`config.mk`:
```
export PLATFORM = sky130hd
export DESIGN_NAME = gcx_lock_clk
export DESIGN_NICKNAME = d
export VERILOG_FILES = /design/src/rtl/gcx_pkg.sv /design/src/rtl/gcx_index_dec.sv /design/src/rtl/gcx_ext_bank.sv /design/src/rtl/gcx_clk_sel.sv /design/src/rtl/gcx_lock_clk.sv
export SDC_FILE = /design/constraint.sdc
export NUM_CORES = 1
export LEC_CHECK = 0
export BUFFER_PORTS_ARGS = -buffer_cell sky130_fd_sc_hd__buf_2
export CAP_MARGIN = 15
export CORE_ASPECT_RATIO = 1.1
export CORE_MARGIN = 2
export CORE_UTILIZATION = 52
export CTS_CLUSTER_DIAMETER = 120
export DETAILED_ROUTE_END_ITERATION = 10
export PLACE_DENSITY = 0.73
export SLEW_MARGIN = 30
export SYNTH_ARGS = -nofsm -noshare
export SYNTH_HDL_FRONTEND = slang
export SYNTH_SLANG_ARGS = --single-unit
```
`constraint.sdc`:
```
create_clock -name clk_i -period 4 [get_ports clk_i]
set_input_delay 0.8 -clock clk_i [delete_from_list [all_inputs] [get_ports clk_i]]
set_output_delay 0.8 -clock clk_i [all_outputs]
set_load 0.05 [all_outputs]
```
`src/rtl/gcx_pkg.sv`:
```
package gcx_pkg;
  typedef enum logic [1:0] {
    SRC_25M = 2'd0,
    SRC_28M = 2'd1,
    SRC_42M = 2'd2
  } clk_src_e;

  function automatic clk_src_e map_src(input logic [1:0] sel);
    case (sel)
      2'd0:    map_src = SRC_25M;
      2'd1:    map_src = SRC_28M;
      default: map_src = SRC_42M;
    endcase
  endfunction
endpackage

```
`src/rtl/gcx_index_dec.sv`:
```
module gcx_index_dec #(
  parameter int unsigned IW         = 8,
  parameter int unsigned KEY_W      = 3,
  parameter int unsigned LOCK_IDX   = 15,
  parameter int unsigned WIN_LO     = 9,
  parameter int unsigned WIN_HI     = 14,
  parameter logic [KEY_W-1:0] UNLOCK_KEY = 3'b101
) (
  input  logic             clk_i,
  input  logic             rst_ni,
  input  logic             idx_we_i,
  input  logic [IW-1:0]    idx_wdata_i,
  input  logic             data_we_i,
  input  logic [KEY_W-1:0] key_wdata_i,
  output logic [IW-1:0]    idx_o,
  output logic             lock_hit_o,
  output logic             win_hit_o,
  output logic [KEY_W-1:0] key_o,
  output logic             unlocked_o
);
  localparam logic [IW-1:0] LockIdx = IW'(LOCK_IDX);
  localparam logic [IW-1:0] WinLo   = IW'(WIN_LO);
  localparam logic [IW-1:0] WinHi   = IW'(WIN_HI);

  logic [IW-1:0]    idx_q;
  logic [KEY_W-1:0] key_q;
  logic             key_we;

  assign key_we = data_we_i && (idx_q == LockIdx);

  always_ff @(posedge clk_i or negedge rst_ni) begin
    if (!rst_ni) begin
      idx_q <= '0;
      key_q <= '0;
    end else begin
      if (idx_we_i) idx_q <= idx_wdata_i;
      if (key_we)   key_q <= key_wdata_i;
    end
  end

  assign idx_o      = idx_q;
  assign lock_hit_o = (idx_q == LockIdx);
  assign win_hit_o  = (idx_q >= WinLo) && (idx_q <= WinHi);
  assign key_o      = key_q;
  assign unlocked_o = (key_q == UNLOCK_KEY);

  assert_unlock_R2: assert property (@(posedge clk_i) disable iff (!rst_ni)
    (key_we && key_wdata_i == UNLOCK_KEY) |=> unlocked_o);
  assert_relock_R2: assert property (@(posedge clk_i) disable iff (!rst_ni)
    (key_we && key_wdata_i != UNLOCK_KEY) |=> !unlocked_o);
endmodule

```
`src/rtl/gcx_ext_bank.sv`:
```
module gcx_ext_bank #(
  parameter int unsigned IW       = 8,
  parameter int unsigned DW       = 8,
  parameter int unsigned WIN_LO   = 9,
  parameter int unsigned WIN_HI   = 14,
  parameter int unsigned VSEL_IDX = 12,
  localparam int unsigned N       = WIN_HI - WIN_LO + 1,
  localparam int unsigned VSEL_OFS = VSEL_IDX - WIN_LO
) (
  input  logic          clk_i,
  input  logic          rst_ni,
  input  logic [IW-1:0] idx_i,
  input  logic          data_we_i,
  input  logic [DW-1:0] wdata_i,
  input  logic          unlocked_i,
  output logic [DW-1:0] rdata_o,
  output logic [DW-1:0] vsel_nxt_o
);
  logic [N-1:0][DW-1:0] regs_q;
  logic [N-1:0]         hit;

  for (genvar i = 0; i < N; i++) begin : g_reg
    assign hit[i] = (idx_i == IW'(WIN_LO + i));
    always_ff @(posedge clk_i or negedge rst_ni) begin
      if (!rst_ni)                              regs_q[i] <= '0;
      else if (data_we_i && unlocked_i && hit[i]) regs_q[i] <= wdata_i;
    end
  end

  always_comb begin
    rdata_o = '0;
    for (int i = 0; i < N; i++)
      if (hit[i]) rdata_o = regs_q[i];
  end

  // next-state of video select so the clock outputs land on the write edge
  assign vsel_nxt_o = (data_we_i && unlocked_i && hit[VSEL_OFS]) ? wdata_i : regs_q[VSEL_OFS];

  assert_locked_hold_R4: assert property (@(posedge clk_i) disable iff (!rst_ni)
    (data_we_i && !unlocked_i) |=> $stable(regs_q));
  assert_onehot_hit_R5: assert property (@(posedge clk_i) disable iff (!rst_ni)
    $onehot0(hit));
endmodule

```
`src/rtl/gcx_clk_sel.sv`:
```
module gcx_clk_sel
  import gcx_pkg::*;
(
  input  logic       clk_i,
  input  logic       rst_ni,
  input  logic [1:0] clk_sel_i,
  input  logic       half_rate_i,
  output logic [1:0] clk_src_o,
  output logic       clk_dbl_o
);
  clk_src_e src_d, src_q;
  logic     dbl_d, dbl_q;

  always_comb begin
    src_d = map_src(clk_sel_i);
    dbl_d = (src_d != SRC_42M) && !half_rate_i;
  end

  always_ff @(posedge clk_i or negedge rst_ni) begin
    if (!rst_ni) begin
      src_q <= SRC_25M;
      dbl_q <= 1'b0;
    end else begin
      src_q <= src_d;
      dbl_q <= dbl_d;
    end
  end

  assign clk_src_o = src_q;
  assign clk_dbl_o = dbl_q;

  assert_no_dbl_42_R8: assert property (@(posedge clk_i) disable iff (!rst_ni)
    clk_dbl_o |-> (clk_src_o != SRC_42M));
  assert_sel_high_R7: assert property (@(posedge clk_i) disable iff (!rst_ni)
    clk_sel_i[1] |=> (clk_src_o == SRC_42M));
endmodule

```
`src/rtl/gcx_lock_clk.sv`:
```
module gcx_lock_clk #(
  parameter int unsigned IW       = 8,
  parameter int unsigned DW       = 8,
  parameter int unsigned KEY_W    = 3,
  parameter int unsigned LOCK_IDX = 15,
  parameter int unsigned WIN_LO   = 9,
  parameter int unsigned WIN_HI   = 14,
  parameter int unsigned VSEL_IDX = 12,
  parameter int unsigned HALF_BIT = 1
) (
  input  logic          clk_i,
  input  logic          rst_ni,
  input  logic          idx_we_i,
  input  logic [IW-1:0] idx_i,
  input  logic          data_we_i,
  input  logic [DW-1:0] data_i,
  output logic [DW-1:0] data_o,
  input  logic [1:0]    clk_sel_i,
  input  logic [3:0]    strap_hi_i,
  input  logic          strap_x_i,
  output logic [1:0]    clk_src_o,
  output logic          clk_dbl_o
);
  localparam int unsigned STRAP_W = DW - KEY_W;

  logic [IW-1:0]      idx_q;
  logic               lock_hit, win_hit, unlocked;
  logic [KEY_W-1:0]   key_q;
  logic [DW-1:0]      bank_rdata, vsel_nxt;
  logic [STRAP_W-1:0] strap_q;

  gcx_index_dec #(
    .IW(IW), .KEY_W(KEY_W), .LOCK_IDX(LOCK_IDX), .WIN_LO(WIN_LO), .WIN_HI(WIN_HI),
    .UNLOCK_KEY(3'b101)
  ) u_dec (
    .clk_i(clk_i), .rst_ni(rst_ni),
    .idx_we_i(idx_we_i), .idx_wdata_i(idx_i),
    .data_we_i(data_we_i), .key_wdata_i(data_i[KEY_W-1:0]),
    .idx_o(idx_q), .lock_hit_o(lock_hit), .win_hit_o(win_hit),
    .key_o(key_q), .unlocked_o(unlocked)
  );

  gcx_ext_bank #(
    .IW(IW), .DW(DW), .WIN_LO(WIN_LO), .WIN_HI(WIN_HI), .VSEL_IDX(VSEL_IDX)
  ) u_bank (
    .clk_i(clk_i), .rst_ni(rst_ni),
    .idx_i(idx_q), .data_we_i(data_we_i), .wdata_i(data_i),
    .unlocked_i(unlocked), .rdata_o(bank_rdata), .vsel_nxt_o(vsel_nxt)
  );

  gcx_clk_sel u_clk (
    .clk_i(clk_i), .rst_ni(rst_ni),
    .clk_sel_i(clk_sel_i), .half_rate_i(vsel_nxt[HALF_BIT]),
    .clk_src_o(clk_src_o), .clk_dbl_o(clk_dbl_o)
  );

  always_ff @(posedge clk_i or negedge rst_ni) begin
    if (!rst_ni) strap_q <= '0;
    else         strap_q <= {strap_hi_i, strap_x_i};
  end

  always_comb begin
    if (lock_hit)     data_o = {strap_q, key_q};
    else if (win_hit) data_o = unlocked ? bank_rdata : '1;
    else              data_o = '0;
  end

  assert_locked_ff_R4: assert property (@(posedge clk_i) disable iff (!rst_ni)
    (win_hit && !unlocked) |-> (data_o == '1));
  assert_foreign_zero_R6: assert property (@(posedge clk_i) disable iff (!rst_ni)
    (!win_hit && !lock_hit) |-> (data_o == '0));
endmodule

```
Word-level counts from Yosys, hierarchy flattened
Cells that the tools add are included.

Bits in registers: 67. Latch bits: 0. Memory bits (writable): 0. Bits in read-only memories: 0. Input port bits: 27. Word-level logic and storage cells: 47. Memories: 0.

$add $sub $neg: 0. Multiply operators: 0. Divide/modulo/power cells: 0. $lt $le $gt $ge: 2. Equal/unequal tests: 10. Shift-type cells: 0. Muxes and demuxes: 11. Bitwise gates (word level): 0. Reductions and logical operators: 12.

Operators with widths (number): $mux W8 (9); $eq A8 B4 Y1 const B (7); $logic_and A1 B1 Y1 (10); $ge A8 B4 Y1 const B (1); $le A8 B4 Y1 const B (1); $pmux W2 S2 (1); $eq A3 B3 Y1 const B (1); $eq A2 B1 Y1 const B (1); $logic_not A2 Y1 (1); $mux W2 (1); $ne A2 B2 Y1 const B (1); $logic_not A1 Y1 (1).

Logic depth before layout (Yosys ltp)
Gate-level depths: netlist of run 1.

Depth in word-level cells: 10. Depth in mapped cells: 6. Mapped depth without buffers: 4.

Hierarchy
A second synthesis of run 1 with hierarchy kept.

Cells, all modules: 230. Area total of the unflattened synthesis: 3186.8 um2.

By module, submodules not included: gcx_ext_bank (times used 1, cells an instance 161, area an instance 2319.7 um2, seq. area each 1201.2 um2); gcx_index_dec (times used 1, cells an instance 32, area an instance 478.0 um2, seq. area each 275.3 um2); gcx_lock_clk (times used 1, cells an instance 31, area an instance 300.3 um2, seq. area each 125.1 um2); gcx_clk_sel (times used 1, cells an instance 6, area an instance 88.8 um2, seq. area each 75.1 um2).

Least setup slack after synthesis of run 1
OpenSTA, ideal clock, no wires.

Kind: reg-to-output. Start point: register u_dec.idx_q[6] (netlist: u_dec.idx_o[6]). End point: output data_o[0]. Data arrival time: 2261 ps. Slack: 939 ps. Stages on the path, launching flop included: 5. Cells stage by stage: dfrtp_1 -> or4_4 -> nor2_8 -> o2111ai_1 -> o211ai_1.

Word-level cells in the longest chain between the ends: 10.

Ends and longest elaborated chain: start, declared (RTL line gcx_index_dec.sv:25) `logic [IW-1:0] idx_q;`; start signal, assigned (RTL line gcx_index_dec.sv:36) `if (idx_we_i) idx_q <= idx_wdata_i;`; $eq A8 B4 Y1 (RTL line gcx_ext_bank.sv:23) `assign hit[i] = (idx_i == IW'(WIN_LO + i));`; $mux W8 (6 in series) (RTL line gcx_ext_bank.sv:33) `if (hit[i]) rdata_o = regs_q[i];`; $mux W8 (2 in series) (RTL line gcx_lock_clk.sv:64) `else if (win_hit) data_o = unlocked ? bank_rdata : '1;`; $mux W8 * (RTL line gcx_lock_clk.sv:63) `if (lock_hit) data_o = {strap_q, key_q};`; end, declared (RTL line gcx_lock_clk.sv:17) `output logic [DW-1:0] data_o,`.

Mark *: on every way between the ends. The rest lies on a longest branch, timed or not.

Final worst setup path of run 1
Start point: register u_dec.idx_q[2] (netlist: u_dec.idx_o[2]). End point: output data_o[1].

Same word-level chain as after synthesis.

==> results of run 1 <==
==> Yosys cell counts <==
library cell	number	share of area [%]
buf_1	1	0.12
nor2_1	10	1.2
mux2_4	3	1.4
nor4_1	1	0.20
o211ai_1	14	3.3
mux2_2	54	19
dfrtp_1	67	53
nor3b_1	1	0.24
nand3_2	3	0.95
nand2_1	19	2.3
nor2_8	1	0.63
nand2_2	1	0.20
nand2_4	1	0.36
mux2i_1	7	2.2
buf_2	4	0.63
clkbuf_1	9	1.1
and3_1	1	0.20
inv_1	3	0.36
nand3b_1	1	0.24
or4_4	1	0.36
a21oi_1	17	2.7
and3b_1	1	0.28
nor3_4	1	0.52
nand2b_1	2	0.40
nor3_1	2	0.32
or3_1	1	0.20
nand4_4	1	0.67
nand3_1	2	0.32
o2111ai_1	1	0.28
nand4_1	1	0.20
nor2b_1	9	1.8
o22ai_1	1	0.20
o311ai_0	1	0.28
o21ai_0	18	2.9
nor4bb_1	2	0.63
==> cells by family (layout without fill, tap and decap cells) <==
| group | Yosys count | after routing | share of synthesized area (%) |
|---|---|---|---|
| flops | 67 | 67 | 53.13 |
| mux | 64 | 64 | 22.92 |
| simple gates | 62 | 62 | 12.13 |
| compound gates | 52 | 52 | 9.635 |
| buf+inv | 17 | 60 | 2.181 |
==> sequential cells by signal, indices dropped and copies added, names as in the netlist <==
name             count
strap_q              5
u_bank.regs_q       48
u_clk.clk_src_o      2
u_dec.idx_o          8
u_clk.clk_dbl_o      1
u_dec.key_o          3
==> area by class of cell <==
type / count / area, µm² / area share [%]
Multi-Input combinational cell: 178 / 1416 / 39.50
Inverter: 3 / 11.26 / 0.3140
Clock buffer: 12 / 145.1 / 4.047
Tap cell: 77 / 96.34 / 2.687
Sequential cell: 67 / 1677 / 46.76
Timing Repair Buffer: 42 / 225.2 / 6.281
Clock inverter: 3 / 15.01 / 0.4187
==> worst max-delay path, cell delays in order (launching register included) <==
cell	delay, ns
dfrtp_1	0.66
buf_4	0.36
nand2b_1	0.41
nor2_1	0.10
o211ai_1	0.25
o211ai_1	0.14
buf_2	0.25
==> worst max path at each step <==
| stage | start | end | depth (start not counted) |
|---|---|---|---|
| 2_1_floorplan | u_dec.idx_o[6] | data_o[0] | 4 |
| 3_3_place_gp | u_dec.idx_o[6] | data_o[3] | 5 |
| 3_5_place_dp | u_dec.idx_o[6] | data_o[3] | 5 |
| 4_1_cts | u_dec.idx_o[6] | data_o[3] | 5 |
| 5_1_grt | u_dec.idx_o[2] | data_o[1] | 6 |
| 6_report | u_dec.idx_o[2] | data_o[1] | 6 |
==> cell usage in the layout (no fill, tap or decap), types with 2 or more instances in the layout <==
| cell | Yosys | layout |
|---|---|---|
| clkbuf_8 | 0 | 10 |
| nand3_1 | 2 | 2 |
| nor2b_1 | 9 | 9 |
| a21oi_1 | 17 | 17 |
| nor2_1 | 10 | 10 |
| nor3_1 | 2 | 2 |
| clkinv_2 | 0 | 3 |
| buf_4 | 0 | 6 |
| nor4bb_1 | 2 | 2 |
| mux2_2 | 54 | 54 |
| mux2i_1 | 7 | 7 |
| inv_1 | 3 | 3 |
| clkbuf_1 | 9 | 2 |
| mux2_4 | 3 | 3 |
| nand2b_1 | 2 | 2 |
| o21ai_0 | 18 | 18 |
| nand2_1 | 19 | 19 |
| buf_2 | 4 | 36 |
| o211ai_1 | 14 | 14 |
| nand3_2 | 3 | 3 |
| dfrtp_1 | 67 | 67 |
==> routing by layer <==
layer	track usage [%]	vias to the layer above
li1	-	1022
met1	28.99	1101
met2	36.68	57
met3	5.789	11
met4	9.729	0
met5	0	-
==> through the flow <==
step | hold slack, ns | instance area (µm²) | utilization [%] | worst slack (ns) | cells
floorplan | 0.4700 | 3156 | - | 0.9390 | 262
finish | 0.4737 | 3586 | 61.77 | 0.6762 | 382
global route | 0.5053 | 3586 | 61.77 | 0.5620 | 382
global placement | 0.4809 | 3417 | 58.86 | 0.7870 | 367
CTS | 0.4807 | 3586 | 61.77 | 0.6548 | 382
detailed placement | 0.4854 | 3426 | 59.01 | 1.054 | 367
==> power breakdown <==
group          internal [W]  switching (W)  leakage (nW)  total, W
sequential         0.000691      0.0000158         0.901  0.000707
clock              0.000235       0.000237        0.0860  0.000472
combinational     0.0000458      0.0000868         0.787  0.000133
==> Implementation_results.wiki, run 1 <==
{| class="wikitable"
! Metric !! Value
|-
| Unrepaired setup endpoints after global routing || false
|-
| Peak ir drop on the vdd network || 0.2983 mV
|-
| Max-slew headroom || 55.18%
|-
| Number of synthesis warnings || 0
|-
| Number of buffer cells added on primary ports || 37
|-
| DRC violations left || 0
|-
| Count of max-cap constraint violations || 0
|-
| Buffers inserted by post-CTS timing repair || 0
|-
| Number of different library cells in the post-synthesis netlist || 35
|-
| Width of the chip || 78.28 µm
|-
| Number of clock buffers inserted by TritonCTS || 9
|-
| Post-DRT Antenna Nets || 0
|-
| Largest net degree at the start of global routing || 49
|-
| Met1 wire length || 2.970 mm
|-
| WL per Instance || 17.64 µm
|-
| Core Footprint || 5806 µm²
|-
| Global-route wire length before repair || 11.27 mm
|-
| Pleak || 1.774 nW
|-
| Area of the die || 6708 µm²
|-
| Number of max-slew violations in the final report || 0
|-
| Summed negative setup slack over all endpoints || 0 ns
|-
| Final Total Pwr || 0.001312 W
|-
| Beginning of the worst register-to-register path || u_dec.idx_o[2]
|-
| Number of antenna violations at the first check in global routing || 0
|-
| Number of cells on the worst reg-to-reg path || 5
|-
| Max Clk Rate || 300.9 MHz
|-
| Post-route clock period utilization || 83.09%
|-
| Via count of the first global-routing pass || 2305
|-
| Type of element capturing the critical path || output pin
|-
| Met3 wire length || 303 µm
|-
| Crit path DAT || 2.52 ns
|-
| R2R setup slack || 1.65 ns
|-
| Drt first pass iters || 5
|-
| Nets || 328
|-
| Count of standard-cell rows || 29
|-
| Clock net sink count || 67
|-
| Number of top-level pins || 38
|-
| Total number of vias || 2191
|-
| Worst Path Max Fanout || 25
|-
| CTS tree || yes
|-
| Total of flip-flops plus latches after synthesis || 67
|-
| Clock latency of the later-clocked register in the worst-skew pair || 0.34 ns
|-
| Average vias per placed instance || 5.736
|-
| Effective utilization at floorplan || 54.35%
|-
| CTS resizes || 0
|-
| Worst setup skew after layout || 0.006702 ns
|-
| Mean post-synth cell area || 12.04 µm²
|-
| Run status || finished, final reports clean
|-
| Clock slew seen by the registers of the worst setup and hold paths || 0.07 ns
|-
| Highest routing layer actually used || met4
|-
| CP startpoint kind || flip-flop
|-
| Mapped Nets || 289
|-
| Iteration-0 DRC count of the detailed router || 96
|-
| Layout area overhead || 13.64%
|-
| Share of final-layout standard cells stronger than drive strength 1 || 40.00%
|-
| Type of the most critical hold path || primary input to asynchronous set/reset pin
|-
| Die height || 85.70 µm
|-
| Syn Std Cell Area || 3156 µm²
|-
| Post-Synthesis Cells || 262
|-
| Routed Wire Length || 6.737 mm
|-
| Total number of H-tree levels || 3
|-
| HPWL Detailed || 4.340 mm
|-
| Max Buffers Root-to-Sink || 2
|-
| Antenna diode count || 0
|-
| Final Wtd Congestion || 0.7318
|-
| Sequential fraction of the synthesis area || 53.13%
|-
| Met2 wire len || 3.325 mm
|-
| Remaining global-route overflow || 0
|-
| GRT Overall Usage || 22.62%
|-
| Final Hold Vio Count || 0
|-
| Final period demand of the worst path || 3.324 ns
|-
| Post-CTS Hold Buffers || 0
|-
| Capturing point of the worst reg2reg path || u_bank.regs_q[9]
|-
| Cell Pwr Density || 365.8 nW/µm²
|-
| Root buffer cell || clkbuf_8
|-
| Setup CP Type || flip-flop to output pin
|-
| Number of inserted filler cells in the final layout || 502
|-
| Slew at the pin closest to its max-slew limit || 0.6703 ns
|-
| Final Setup Violations || 0
|-
| Req. time, crit path || 3.20 ns
|}
Note: power is estimated with default switching activity, not from simulation.
==> run 2: changes to the inputs <==
Settings changed: PLACE_DENSITY 0.73 to 0.75.
Clock period 4 ns to 3 ns, I/O delays scaled along.
==> Implementation_results.wiki, run 2 (same netlist as run 1, synthesis figures left out) <==
{| class="wikitable"
! Metric !! Value
|-
| Run status || finished, final reports clean (unchanged)
|-
| Largest net degree at the start of global routing || 32 (was 49)
|-
| Number of antenna violations at the first check in global routing || 0 (unchanged)
|-
| Layout area overhead || 16.61% (was 13.64%)
|-
| Post-Place Cell Area || 3447 µm² (was 3426 µm²)
|-
| Worst Path Max Fanout || 5 (was 25)
|-
| Max Clk Rate || 343.1 MHz
|-
| Final Wtd Congestion || 0.7533 (was 0.7318)
|-
| HPWL Detailed || 4.604 mm (was 4.340 mm)
|-
| Count of standard-cell rows || 29 (unchanged)
|-
| Clock net sink count || 67 (unchanged)
|-
| Die height || 85.70 µm (unchanged)
|-
| CTS tree || yes (unchanged)
|-
| Final Setup Violations || 0 (unchanged)
|-
| Remaining global-route overflow || 0 (unchanged)
|-
| Post-CTS Hold Buffers || 0 (unchanged)
|-
| Iteration-0 DRC count of the detailed router || 161 (was 96)
|-
| Final core area utilization || 63.38% (was 61.77%)
|-
| Antenna diode count || 0 (unchanged)
|-
| Most congested layer reported by global routing || met2 (unchanged)
|-
| Setup CP Type || flip-flop to output pin (unchanged)
|-
| GR Util met3 || 5.158% (was 5.789%)
|-
| DRC violations left || 0 (unchanged)
|-
| Peak ir drop on the vdd network || 0.5075 mV (was 0.2983 mV)
|-
| Clock slew seen by the registers of the worst setup and hold paths || 0.07 ns (about the same)
|-
| Met2 usage in global routing || 35.66% (was 36.68%)
|-
| Number of buffer cells added on primary ports || 37 (unchanged)
|-
| Number of max-slew violations in the final report || 0 (unchanged)
|-
| CP startpoint kind || flip-flop (unchanged)
|-
| Leading cell types in the layout, fill and taps excluded || dfrtp_1, mux2_2, buf_2 (unchanged)
|-
| Max Buffers Root-to-Sink || 2 (unchanged)
|-
| Worst setup skew after layout || 0.006157 ns (was 0.006702 ns)
|-
| Cell Pwr Density || 491.9 nW/µm² (was 365.8 nW/µm²)
|-
| Clock latency of the later-clocked register in the worst-skew pair || 0.34 ns (about the same)
|-
| Drt first pass iters || 4 (was 5)
|-
| Post-route clock period utilization || 97.16%
|-
| Number of top-level pins || 38 (unchanged)
|-
| Core Footprint || 5806 µm² (unchanged)
|-
| Width of the chip || 78.28 µm (unchanged)
|-
| Number of cells on the worst reg-to-reg path || 5 (unchanged)
|-
| Summed negative setup slack over all endpoints || 0 ns (unchanged)
|-
| Global routing met1 resource utilization || 29.50% (was 28.99%)
|-
| Number of clock buffers inserted by TritonCTS || 9 (unchanged)
|-
| Post-DRT Antenna Nets || 0 (unchanged)
|-
| Post-route design area || 3680 µm² (was 3586 µm²)
|-
| Post-route non-filler standard cell count || 391 (was 382)
|-
| Via count of the first global-routing pass || 2244 (was 2305)
|-
| WL per Instance || 17.82 µm (was 17.64 µm)
|-
| Most flop-heavy register || u_bank.regs_q (unchanged)
|-
| Share of final-layout standard cells stronger than drive strength 1 || 41.40% (was 40.00%)
|-
| Total number of H-tree levels || 3 (unchanged)
|-
| Total number of vias || 2212 (was 2191)
|-
| Type of element capturing the critical path || output pin (unchanged)
|-
| Max-slew headroom || 55.25% (was 55.18%)
|-
| Dpl ws || 0.3863 ns (was 1.054 ns)
|-
| GRT Overall Usage || 22.63% (was 22.62%)
|-
| Routed Wire Length || 6.969 mm (was 6.737 mm)
|-
| Pleak || 1.818 nW (was 1.774 nW)
|-
| Req. time, crit path || 2.40 ns (was 3.20 ns)
|-
| Count of max-cap constraint violations || 0 (unchanged)
|-
| Slew at the pin closest to its max-slew limit || 0.6693 ns (was 0.6703 ns)
|-
| Global-route wire length before repair || 11.32 mm (was 11.27 mm)
|-
| R2R setup slack || 0.57 ns (was 1.65 ns)
|-
| Min setup slack post-route || 0.08516 ns (was 0.6762 ns)
|-
| Crit path DAT || 2.31 ns (was 2.52 ns)
|-
| Type of the most critical hold path || primary input to asynchronous set/reset pin (unchanged)
|-
| Root buffer cell || clkbuf_8 (unchanged)
|-
| Average vias per placed instance || 5.657 (was 5.736)
|-
| Final period demand of the worst path || 2.915 ns
|-
| Most common library cell in the layout ignoring fill and taps || dfrtp_1 (unchanged)
|-
| Placed Instances || 371 (was 367)
|-
| Number of flip-flops under the largest register name || 48 (unchanged)
|-
| Area of the die || 6708 µm² (unchanged)
|-
| Nets || 337 (was 328)
|-
| Final Hold Vio Count || 0 (unchanged)
|-
| Effective utilization at floorplan || 54.35% (unchanged)
|}
-- run 2: per-layer routing --
metal / vias up / share of wire (%)
met3: 16 / 3.2
li1: 1035 / -
met4: 0 / 2.6
met2: 51 / 50
met1: 1110 / 44
met5: - / 0
-- run 2: final timing paths --
kind,end,startpoint
worst max-delay path,data_o[1],u_dec.idx_o[6]
worst min-delay path,u_clk.clk_dbl_o,rst_ni
worst max register to register,u_clk.clk_dbl_o,u_dec.idx_o[0]
worst min register to register,u_bank.regs_q[22],u_bank.regs_q[22]
max in group asynchronous,u_dec.idx_o[5],rst_ni
min in group clk_i,strap_q[4],strap_hi_i[3]
-- run 2: cell type report --
type	count	area, µm²
Sequential cell	67	1677
Clock buffer	14	172.7
Multi-Input combinational cell	178	1410
Inverter	3	11.26
Fill cell	460	2126
Timing Repair Buffer	51	305.3
Clock inverter	1	7.507
Tap cell	77	96.34
-- run 2: timing repair --
| action | in CTS | in global routing |
|---|---|---|
| buffers inserted | 0 | 5 |
| endpoints found under the hold margin | 0 | 0 |
| resized for setup | 0 | 9 |
| endpoints found under the setup margin | 0 | 7 |
-- run 2: power by group --
| part | internal (W) | total [W] | switching, W | leakage [nW] |
|---|---|---|---|---|
| Clock | 0.000364 | 0.000683 | 0.000318 | 0.0888 |
| Sequential | 0.000922 | 0.000946 | 0.0000247 | 0.901 |
| Combinational | 0.0000664 | 0.000181 | 0.000115 | 0.828 |
-- run 2: stage by stage --
stage               power [W]  hold slack (ns)
floorplan            0.001064           0.3044
global placement     0.001139           0.4814
detailed placement   0.001142           0.4861
CTS                  0.001821           0.3062
global route         0.001887           0.3299
finish               0.001810           0.2929
-- run 2: critical path, stage by stage, from the launching register on --
cell	delay, ns
dfrtp_1	0.40
or4_4	0.60
nor2_8	0.16
o2111ai_1	0.15
buf_4	0.19
o211ai_1	0.23
buf_4	0.24
